[src/rtl/intx_share_agg.sv]
module intx_share_agg #(
  parameter int NUM_SLOTS = 8,
  parameter int DEVFN_W   = 8,
  parameter int MAP_MODE  = 0
) (
  input  logic               clk,
  input  logic               rst_n,
  input  logic               ev_valid,
  input  logic [DEVFN_W-1:0] ev_devfn,
  input  logic [1:0]         ev_pin,
  input  logic               ev_level,
  output logic [3:0]         bus_irq
);
  localparam int SLOT_W = DEVFN_W - 3;
  localparam int IDX_W  = (NUM_SLOTS > 1) ? $clog2(NUM_SLOTS) : 1;
  localparam int DEPTH  = 1 << IDX_W;
  localparam int CNT_W  = $clog2(NUM_SLOTS + 1);

  logic [SLOT_W-1:0]           ev_slot;
  logic [IDX_W-1:0]            slot_idx;
  logic                        slot_ok;
  logic [1:0]                  line;
  logic                        prev_lvl;
  logic                        take;
  logic [DEPTH-1:0][3:0]       rec;
  logic [3:0][CNT_W-1:0]       cnt;

  assign ev_slot  = ev_devfn[DEVFN_W-1:3];
  assign slot_idx = ev_slot[IDX_W-1:0];
  assign slot_ok  = 32'(ev_slot) < 32'(NUM_SLOTS);

  generate
    if (MAP_MODE == 2) begin : g_ident
      assign line = ev_pin;
    end else if (MAP_MODE == 1) begin : g_rot_m1
      assign line = ev_pin + ev_slot[1:0] - 2'd1;
    end else begin : g_rot
      assign line = ev_pin + ev_slot[1:0];
    end
  endgenerate

  assign prev_lvl = rec[slot_idx][line];
  assign take     = ev_valid && slot_ok && (ev_level != prev_lvl);

  always_ff @(posedge clk) begin
    if (!rst_n) begin
      rec <= '0;
      cnt <= '0;
    end else if (take) begin
      rec[slot_idx][line] <= ev_level;
      cnt[line] <= ev_level ? cnt[line] + CNT_W'(1) : cnt[line] - CNT_W'(1);
    end
  end

  for (genvar l = 0; l < 4; l++) begin : g_line
    assign bus_irq[l] = |cnt[l];

    assert_no_overflow_R8: assert property (@(posedge clk) disable iff (!rst_n)
      32'(cnt[l]) <= 32'(NUM_SLOTS));
  end

  assert_same_level_R6: assert property (@(posedge clk) disable iff (!rst_n)
    (ev_valid && slot_ok && ev_level == prev_lvl) |=> $stable(cnt) && $stable(rec));

  assert_ignore_slot_R9: assert property (@(posedge clk) disable iff (!rst_n)
    (ev_valid && !slot_ok) |=> $stable(cnt) && $stable(rec));

  assert_idle_hold_R10: assert property (@(posedge clk) disable iff (!rst_n)
    !ev_valid |=> $stable(bus_irq));

  assert_reset_clear_R7: assert property (@(posedge clk) disable iff (!rst_n)
    $rose(rst_n) |-> (bus_irq == 4'b0000));

endmodule

[config.mk]
export PLATFORM = sky130hd
export DESIGN_NAME = intx_share_agg
export DESIGN_NICKNAME = d
export VERILOG_FILES = /design/src/rtl/intx_share_agg.sv
export SDC_FILE = /design/constraint.sdc
export NUM_CORES = 1
export LEC_CHECK = 0
export ABC_AREA = 1
export BUFFER_PORTS_ARGS = -buffer_cell sky130_fd_sc_hd__buf_2
export CORE_MARGIN = 4
export CORE_UTILIZATION = 30
export DETAILED_ROUTE_END_ITERATION = 6
export GPL_ROUTABILITY_DRIVEN = 0
export PLACE_DENSITY = 0.48
export RECOVER_POWER = 100
export SKIP_CTS_REPAIR_TIMING = 1
export SYNTH_ARGS = -nofsm -noshare
export SYNTH_HDL_FRONTEND = slang
export SYNTH_SLANG_ARGS = --single-unit
[constraint.sdc]
create_clock -name clk -period 3.2 [get_ports clk]
set_input_delay 0.64 -clock clk [delete_from_list [all_inputs] [get_ports clk]]
set_output_delay 0.64 -clock clk [all_outputs]
set_load 0.01 [all_outputs]
==> out/results.tsv, run 1 <==
stage	metric	value	unit
clocking	Bufs on Longest Clock Path	2	
global_route	initial antenna violation count	0	
clocking	CTS root buffer	clkbuf_8	
synthesis	syn nets	517	
global_route	largest net degree at the start of global routing	69	
power_and_ir_drop	Leak	0.001420	uW
critical_path	Worst EP arrival	2900	ps
synthesis	Post-synth ARST share	0	%
synthesis	Syn Area/Cell	6.284	um2
floorplanning	Rows	37	
synthesis	synth unique cells	27	
timing	fin crit share	83.13	%
critical_path	critical register-to-register path startpoint	rec[26]$_SDFFE_PN0P_	
global_route	first-pass GRT wire length	15560	um
hold_path	HP Start	rec[3]$_SDFFE_PN0P_	
drt	Final Routed Wirelength	9139	um
power_and_ir_drop	Clock power frac	29.5	%
synthesis	largest cells by area after synthesis	dfxtp_1 31%, nand2_1 16%, nand4_1 14%	
synthesis	Seq/Total Area, Yosys	30.65	%
synthesis	Post-synth EDFFs	0	
timing	clk_skew	8.334	ps
clocking	Clock Pin Slew Worst Setup and Hold Paths	90	ps
power_and_ir_drop	fraction of power consumed by sequential logic	46.1	%
power_and_ir_drop	Peak VDD IR	0.0001671	V
timing	worst slew pin tran	758.5	ps
drt	WL/cell	14.30	um
clocking	CTS sink count	48	
drt	Routed Antenna Nets	0	
critical_path	CP Class	in2reg	
floorplanning	area of the core	10230	um2
global_route	GR Overflow Total	0	
timing	relative max-transition margin	49.43	%
place	hpwl dp	6109	um
cells_and_area	area delta synth->final	8.140	%
floorplanning	Die W	110.2	um
timing	Max Fclk	0.3759	GHz
critical_path	launch point of the worst path	ev_devfn[3]	
critical_path	worst path required time	3440	ps
critical_path	CP Capture Type	register	
timing	RSZ-0062 raised after global routing	no	
global_route	Total Routing Usage GR	16.22	%
power_and_ir_drop	Int Pwr	860.8	uW
synthesis	Gate Count Post-Synth	499	
synthesis	prevailing post-synth register cell	dfxtp_1	
power_and_ir_drop	switching share of power	34.39	%
drt	drt first pass iters	4	
power_and_ir_drop	Pwr Density	387.0	nW/um2
synthesis	YS warnings	0	
synthesis	post-synth top area share	30.65	%
drt	DRC	0	
power_and_ir_drop	P_sw	451.3	uW
timing	fin. max-slew vios	0	
synthesis	Yosys top cell by area	dfxtp_1	
timing	endpoints failing hold	0	
cells_and_area	Util after Layout	33.14	%
clocking	clock latency on the worst-skew pair	310	ps
place	count of buffers from port buffering	14	
hold_path	hold crit path type	reg2reg	
timing	final setup violating endpoints	0	
cells_and_area	fin nets	520	
critical_path	crit path max fanout	36	
synthesis	FF+latch count, synth	48	
clocking	H-tree levels	2	
floorplanning	Die Y	110.2	um
power_and_ir_drop	Gate power share	24.4	%
timing	setup TNS	0	ps
clocking	total CTS buffers	5	
run_status	outcome	finished clean	
drt	Via-to-Cell Ratio	4.994	
floorplanning	I/O pin cnt	18	
cells_and_area	ant diodes	0	
floorplanning	Die Area	12150	um2
job	Max Cap Viol	0	
drt	number of DRC markers in iteration 0	148	
floorplanning	Initial Util	30.65	%
drt	vias post-DR	3191	
cells_and_area	share of cells above drive strength 1	7.753	%
synthesis	area of the mapped netlist	3136	um2
global_route	vias in the first global route	3202	
clocking	CTS tree	done	
critical_path	CP Launch Type	input pin	
timing	fin crit period	2660	ps
per-stage QoR:
stage	setup WS, ps	total power (uW)	instances	instance area (um2)	hold slack (ps)
2_1_floorplan	421.6	848.9	499	3136	430.8
3_3_place_gp	311.2	939.5	631	3309	440.0
3_5_place_dp	298.5	943.2	631	3309	446.8
4_1_cts	610.4	1336	639	3400	460.5
5_1_grt	315.3	1390	639	3391	477.3
6_report	539.7	1312	639	3391	456.7
power by group through the flow:
stage	clock network (uW)	logic (uW)	registers, uW
CTS	406	325	605
global route	427	357	605
finish	387	321	604
detailed placement	0	325	619
floorplan	0	231	618
global placement	0	321	619
cell type report:
cell class,instances,area (um2)
timing repair buffer,26,153.9
sequential,48,960.9
tap,136,170.2
multi-input combinational,356,1772
clock buffer,8,90.09
inverter,65,244.0
fill,1184,6840
cells in the mapped netlist, types with 4 or more instances:
library cell / n
nand4_1: 70
buf_2: 7
a21oi_1: 34
nor2_1: 78
dfxtp_1: 48
buf_1: 4
nand3_1: 20
clkbuf_1: 11
inv_1: 60
nand2_1: 132
buf_4: 5
nand4_4: 4
layer usage:
metal | GRT usage [%] | vias to the layer above | share of wire [%]
met3 | 2.912 | 12 | 3.9
met5 | 0 | - | 0
met1 | 20.20 | 1476 | 47
met2 | 28.73 | 62 | 48
li1 | - | 1641 | -
met4 | 4.310 | 0 | 1.0
worst max-delay path: stages:
cell and delay [ps]:
clkbuf_1 110, ha_1 400, inv_1 80, nand3_1 100
buf_4 200, nor2_1 70, nor2_1 300, nand2_4 240
nand2_8 300, nand4_4 190, nand2_1 100, nand2_1 50
nor2_1 100
logic make-up after synthesis:
| kind of cell | after synthesis | share of synthesized area, % |
|---|---|---|
| AND/OR/NAND/NOR | 310 | 47.37 |
| XOR/XNOR | 1 | 0.2794 |
| flip-flops | 48 | 30.65 |
| AO/OA/AOI/OAI | 41 | 6.904 |
| buffers and inverters | 95 | 12.97 |
| adder cells (fa/ha/maj) | 4 | 1.836 |
flip-flops by register name, indices dropped and copies added (netlist names):
register,cells
rec,32
cnt,16
layout by cell type, fill, tap and decap left out, types with 2 or more instances in the layout:
master and count:
clkinv_1 2, clkbuf_8 6, nand2_1 132, nor2_1 79, nand4_1 70, inv_2 3
a21oi_1 34, buf_2 9, nand4_4 4, o221ai_1 2, o21ai_0 3, ha_1 3
inv_1 60, dfxtp_1 48, buf_4 12, clkbuf_1 7, nand3_1 20
worst paths after layout:
kind | depth (start not counted) | slack [ps] | end
setup / recovery | 13 | 540 | cnt[15]$_SDFFE_PN0P_
hold reg to reg | 2 | 460 | rec[3]$_SDFFE_PN0P_
hold / removal | 2 | 460 | rec[3]$_SDFFE_PN0P_
setup reg to reg | 13 | 1100 | cnt[15]$_SDFFE_PN0P_
Power figures use the tool's default switching activity.
==> run 2, diff against run 1 <==
--- a/config.mk
+++ b/config.mk
@@ -11,7 +11,7 @@
 export CORE_UTILIZATION = 30
 export DETAILED_ROUTE_END_ITERATION = 6
 export GPL_ROUTABILITY_DRIVEN = 0
-export PLACE_DENSITY = 0.48
+export PLACE_DENSITY = 0.5
 export RECOVER_POWER = 100
 export SKIP_CTS_REPAIR_TIMING = 1
 export SYNTH_ARGS = -nofsm -noshare
==> constraint.sdc (replaced) <==
create_clock -name clk -period 2.4 [get_ports clk]
set_input_delay 0.48 -clock clk [delete_from_list [all_inputs] [get_ports clk]]
set_output_delay 0.48 -clock clk [all_outputs]
set_load 0.01 [all_outputs]
==> out/results.tsv, run 2 (synthesis gave the netlist of run 1 again) <==
stage	metric	value	unit	change
timing	fin crit period	2196	ps	
power_and_ir_drop	Pwr Density	523.2	nW/um2	+35%
floorplanning	Die Area	12150	um2	unchanged
power_and_ir_drop	P_sw	642.8	uW	+42%
place	Cell Area, Placed	3641	um2	+10%
cells_and_area	area delta synth->final	19.47	%	
cells_and_area	most common cell after layout, fill and taps aside	nand2_1		
place	count of buffers from port buffering	14		unchanged
drt	Metal-1 WL	4216	um	-1.6%
critical_path	flop2flop setup slack	640	ps	-460 ps
clocking	CTS tree	done		
clocking	CTS root buffer	clkbuf_8		
critical_path	CP Launch Type	input pin		
timing	fin crit share	91.49	%	
drt	drt first pass iters	4		unchanged
place	Setup Slack @ Placement	-225.2	ps	-523.7 ps
cells_and_area	largest registers	rec: 32 flops, cnt: 16 flops		
floorplanning	I/O pin cnt	18		unchanged
critical_path	Worst R2R End	cnt[10]$_SDFFE_PN0P_		
power_and_ir_drop	Leak	0.001626	uW	+14%
run_status	outcome	finished clean		
cells_and_area	ant diodes	0		unchanged
timing	final setup violating endpoints	0		unchanged
floorplanning	Die W	110.2	um	unchanged
timing	Max Fclk	0.4554	GHz	
drt	top routing layer used	met4		
hold_path	hold crit path type	reg2reg		
clocking	Bufs on Longest Clock Path	2		unchanged
cells_and_area	most frequent cells in the layout	131 x nand2_1, 78 x nor2_1, 70 x nand4_1		
power_and_ir_drop	Peak VDD IR	0.0002679	V	+60%
drt	DR WL met3	384	um	+7.9%
clocking	CTS sink count	48		unchanged
drt	number of DRC markers in iteration 0	214		+45%
timing	fin. max-slew vios	0		unchanged
hold_path	Endpoint, Worst Hold	rec[25]$_SDFFE_PN0P_		
global_route	initial antenna violation count	0		unchanged
drt	Final Routed Wirelength	8973	um	-1.8%
power_and_ir_drop	Clock power frac	31.2	%	+1.7 points
timing	clk_skew	12.00	ps	+3.668 ps
critical_path	CP Capture Type	register		
critical_path	critical register-to-register path startpoint	rec[31]$_SDFFE_PN0P_		
drt	metal2 WL	4245	um	-3.6%
global_route	vias in the first global route	3026		-5.5%
cells_and_area	final instance area	3746	um2	+10%
clocking	H-tree levels	2		unchanged
place	hpwl dp	6313	um	+3.3%
clocking	total CTS buffers	5		unchanged
critical_path	CP Class	in2reg		
cells_and_area	Multi-input gate area	1794	um2	+1.3%
clocking	clock latency on the worst-skew pair	310	ps	about the same
global_route	GR Overflow Total	0		unchanged
critical_path	crit path max fanout	13		-64%
power_and_ir_drop	Gate power share	27.7	%	+3.3 points
clocking	Clock Pin Slew Worst Setup and Hold Paths	90	ps	about the same
floorplanning	area of the core	10230	um2	unchanged
global_route	largest net degree at the start of global routing	69		unchanged
critical_path	Worst EP arrival	2440	ps	-460 ps
power_and_ir_drop	Int Pwr	1317	uW	+53%
floorplanning	Rows	37		unchanged
timing	slack of the critical path	204.2	ps	-335.5 ps
timing	setup TNS	0	ps	unchanged
critical_path	FF-to-FF path depth	13		unchanged
hold_path	HP Start	rec[25]$_SDFFE_PN0P_		
hold_path	WHS Path Cells	2		unchanged
cells_and_area	Cell Count, Final, Fillers Out	667		+4.4%
timing	endpoints failing hold	0		unchanged
place	dpl cells	659		+4.4%
drt	DRC	0		unchanged
cells_and_area	Top reg by flops	rec		
floorplanning	Initial Util	30.65	%	unchanged
global_route	first-pass GRT wire length	15050	um	-3.3%
power_and_ir_drop	switching share of power	32.79	%	-1.6 points
drt	WL/cell	13.45	um	-5.9%
cells_and_area	share of cells above drive strength 1	13.94	%	+6.2 points
job	Max Cap Viol	0		unchanged
drt	Routed Antenna Nets	0		unchanged
cells_and_area	max reg flops	32		unchanged
global_route	Total Routing Usage GR	15.64	%	-0.58 points
cells_and_area	# fillers	1140		-3.7%
drt	vias post-DR	3266		+2.4%
drt	Via-to-Cell Ratio	4.897		-1.9%
power_and_ir_drop	Total Power	1960	uW	+49%
power_and_ir_drop	fraction of power consumed by sequential logic	41.1	%	-5.0 points
critical_path	worst path required time	2640	ps	-800 ps
timing	relative max-transition margin	63.36	%	+14 points
cells_and_area	Reg area	960.9	um2	unchanged
floorplanning	Die Y	110.2	um	unchanged
timing	worst slew pin tran	546.2	ps	-212.3 ps
cells_and_area	fin nets	548		+5.4%
-- run 2: cell type report --
cell class | instances | area share [%]
Clock buffer | 6 | 1.937
Timing Repair Buffer | 54 | 12.53
Tap cell | 136 | 4.542
Multi-Input combinational cell | 356 | 47.90
Sequential cell | 48 | 25.65
Inverter | 65 | 6.513
Clock inverter | 2 | 0.9352
-- run 2: per-stage QoR --
stage / util, % / hold slack, ps
2_1_floorplan: - / 430.8
3_3_place_gp: 35.59 / 441.7
3_5_place_dp: 35.59 / 444.5
4_1_cts: 36.64 / 458.8
5_1_grt: 36.61 / 477.3
6_report: 36.61 / 455.0
-- run 2: how the worst max path moves through the flow --
stage,start,end,slack (ps),depth (start not counted)
final,ev_devfn[3],cnt[10]$_SDFFE_PN0P_,200,14
after global routing,ev_devfn[3],cnt[7]$_SDFFE_PN0P_,-3,16
after CTS,ev_devfn[3],cnt[14]$_SDFFE_PN0P_,90,12
after detailed placement,ev_devfn[3],cnt[3]$_SDFFE_PN0P_,-230,15
after global placement,ev_devfn[3],cnt[3]$_SDFFE_PN0P_,-210,15
after floorplan,ev_devfn[3],cnt[11]$_SDFFE_PN0P_,6,16
-- run 2: routing by layer --
metal | track usage (%) | vias up
li1 | - | 1701
met1 | 21.46 | 1481
met2 | 25.39 | 71
met3 | 2.446 | 13
met4 | 4.485 | 0
met5 | 0 | -
-- run 2: power by group through the flow --
stage	Clock, uW	Combinational (uW)	Sequential (uW)
final	611	542	806
after global routing	658	595	807
after CTS	637	539	807
after detailed placement	0	537	825
after global placement	0	535	825
after floorplan	0	319	824
-- run 2: critical path: stages --
cell and delay (ps):
clkbuf_1 90, ha_1 200, nand3_1 200, nand2_1 130, nand2_1 110, buf_4 210, nor2_1 80, nor2_2 200
nand2_4 120, nand2_8 170, nand4_2 210, nand2_1 110, nand2_1 50, nor2_1 80
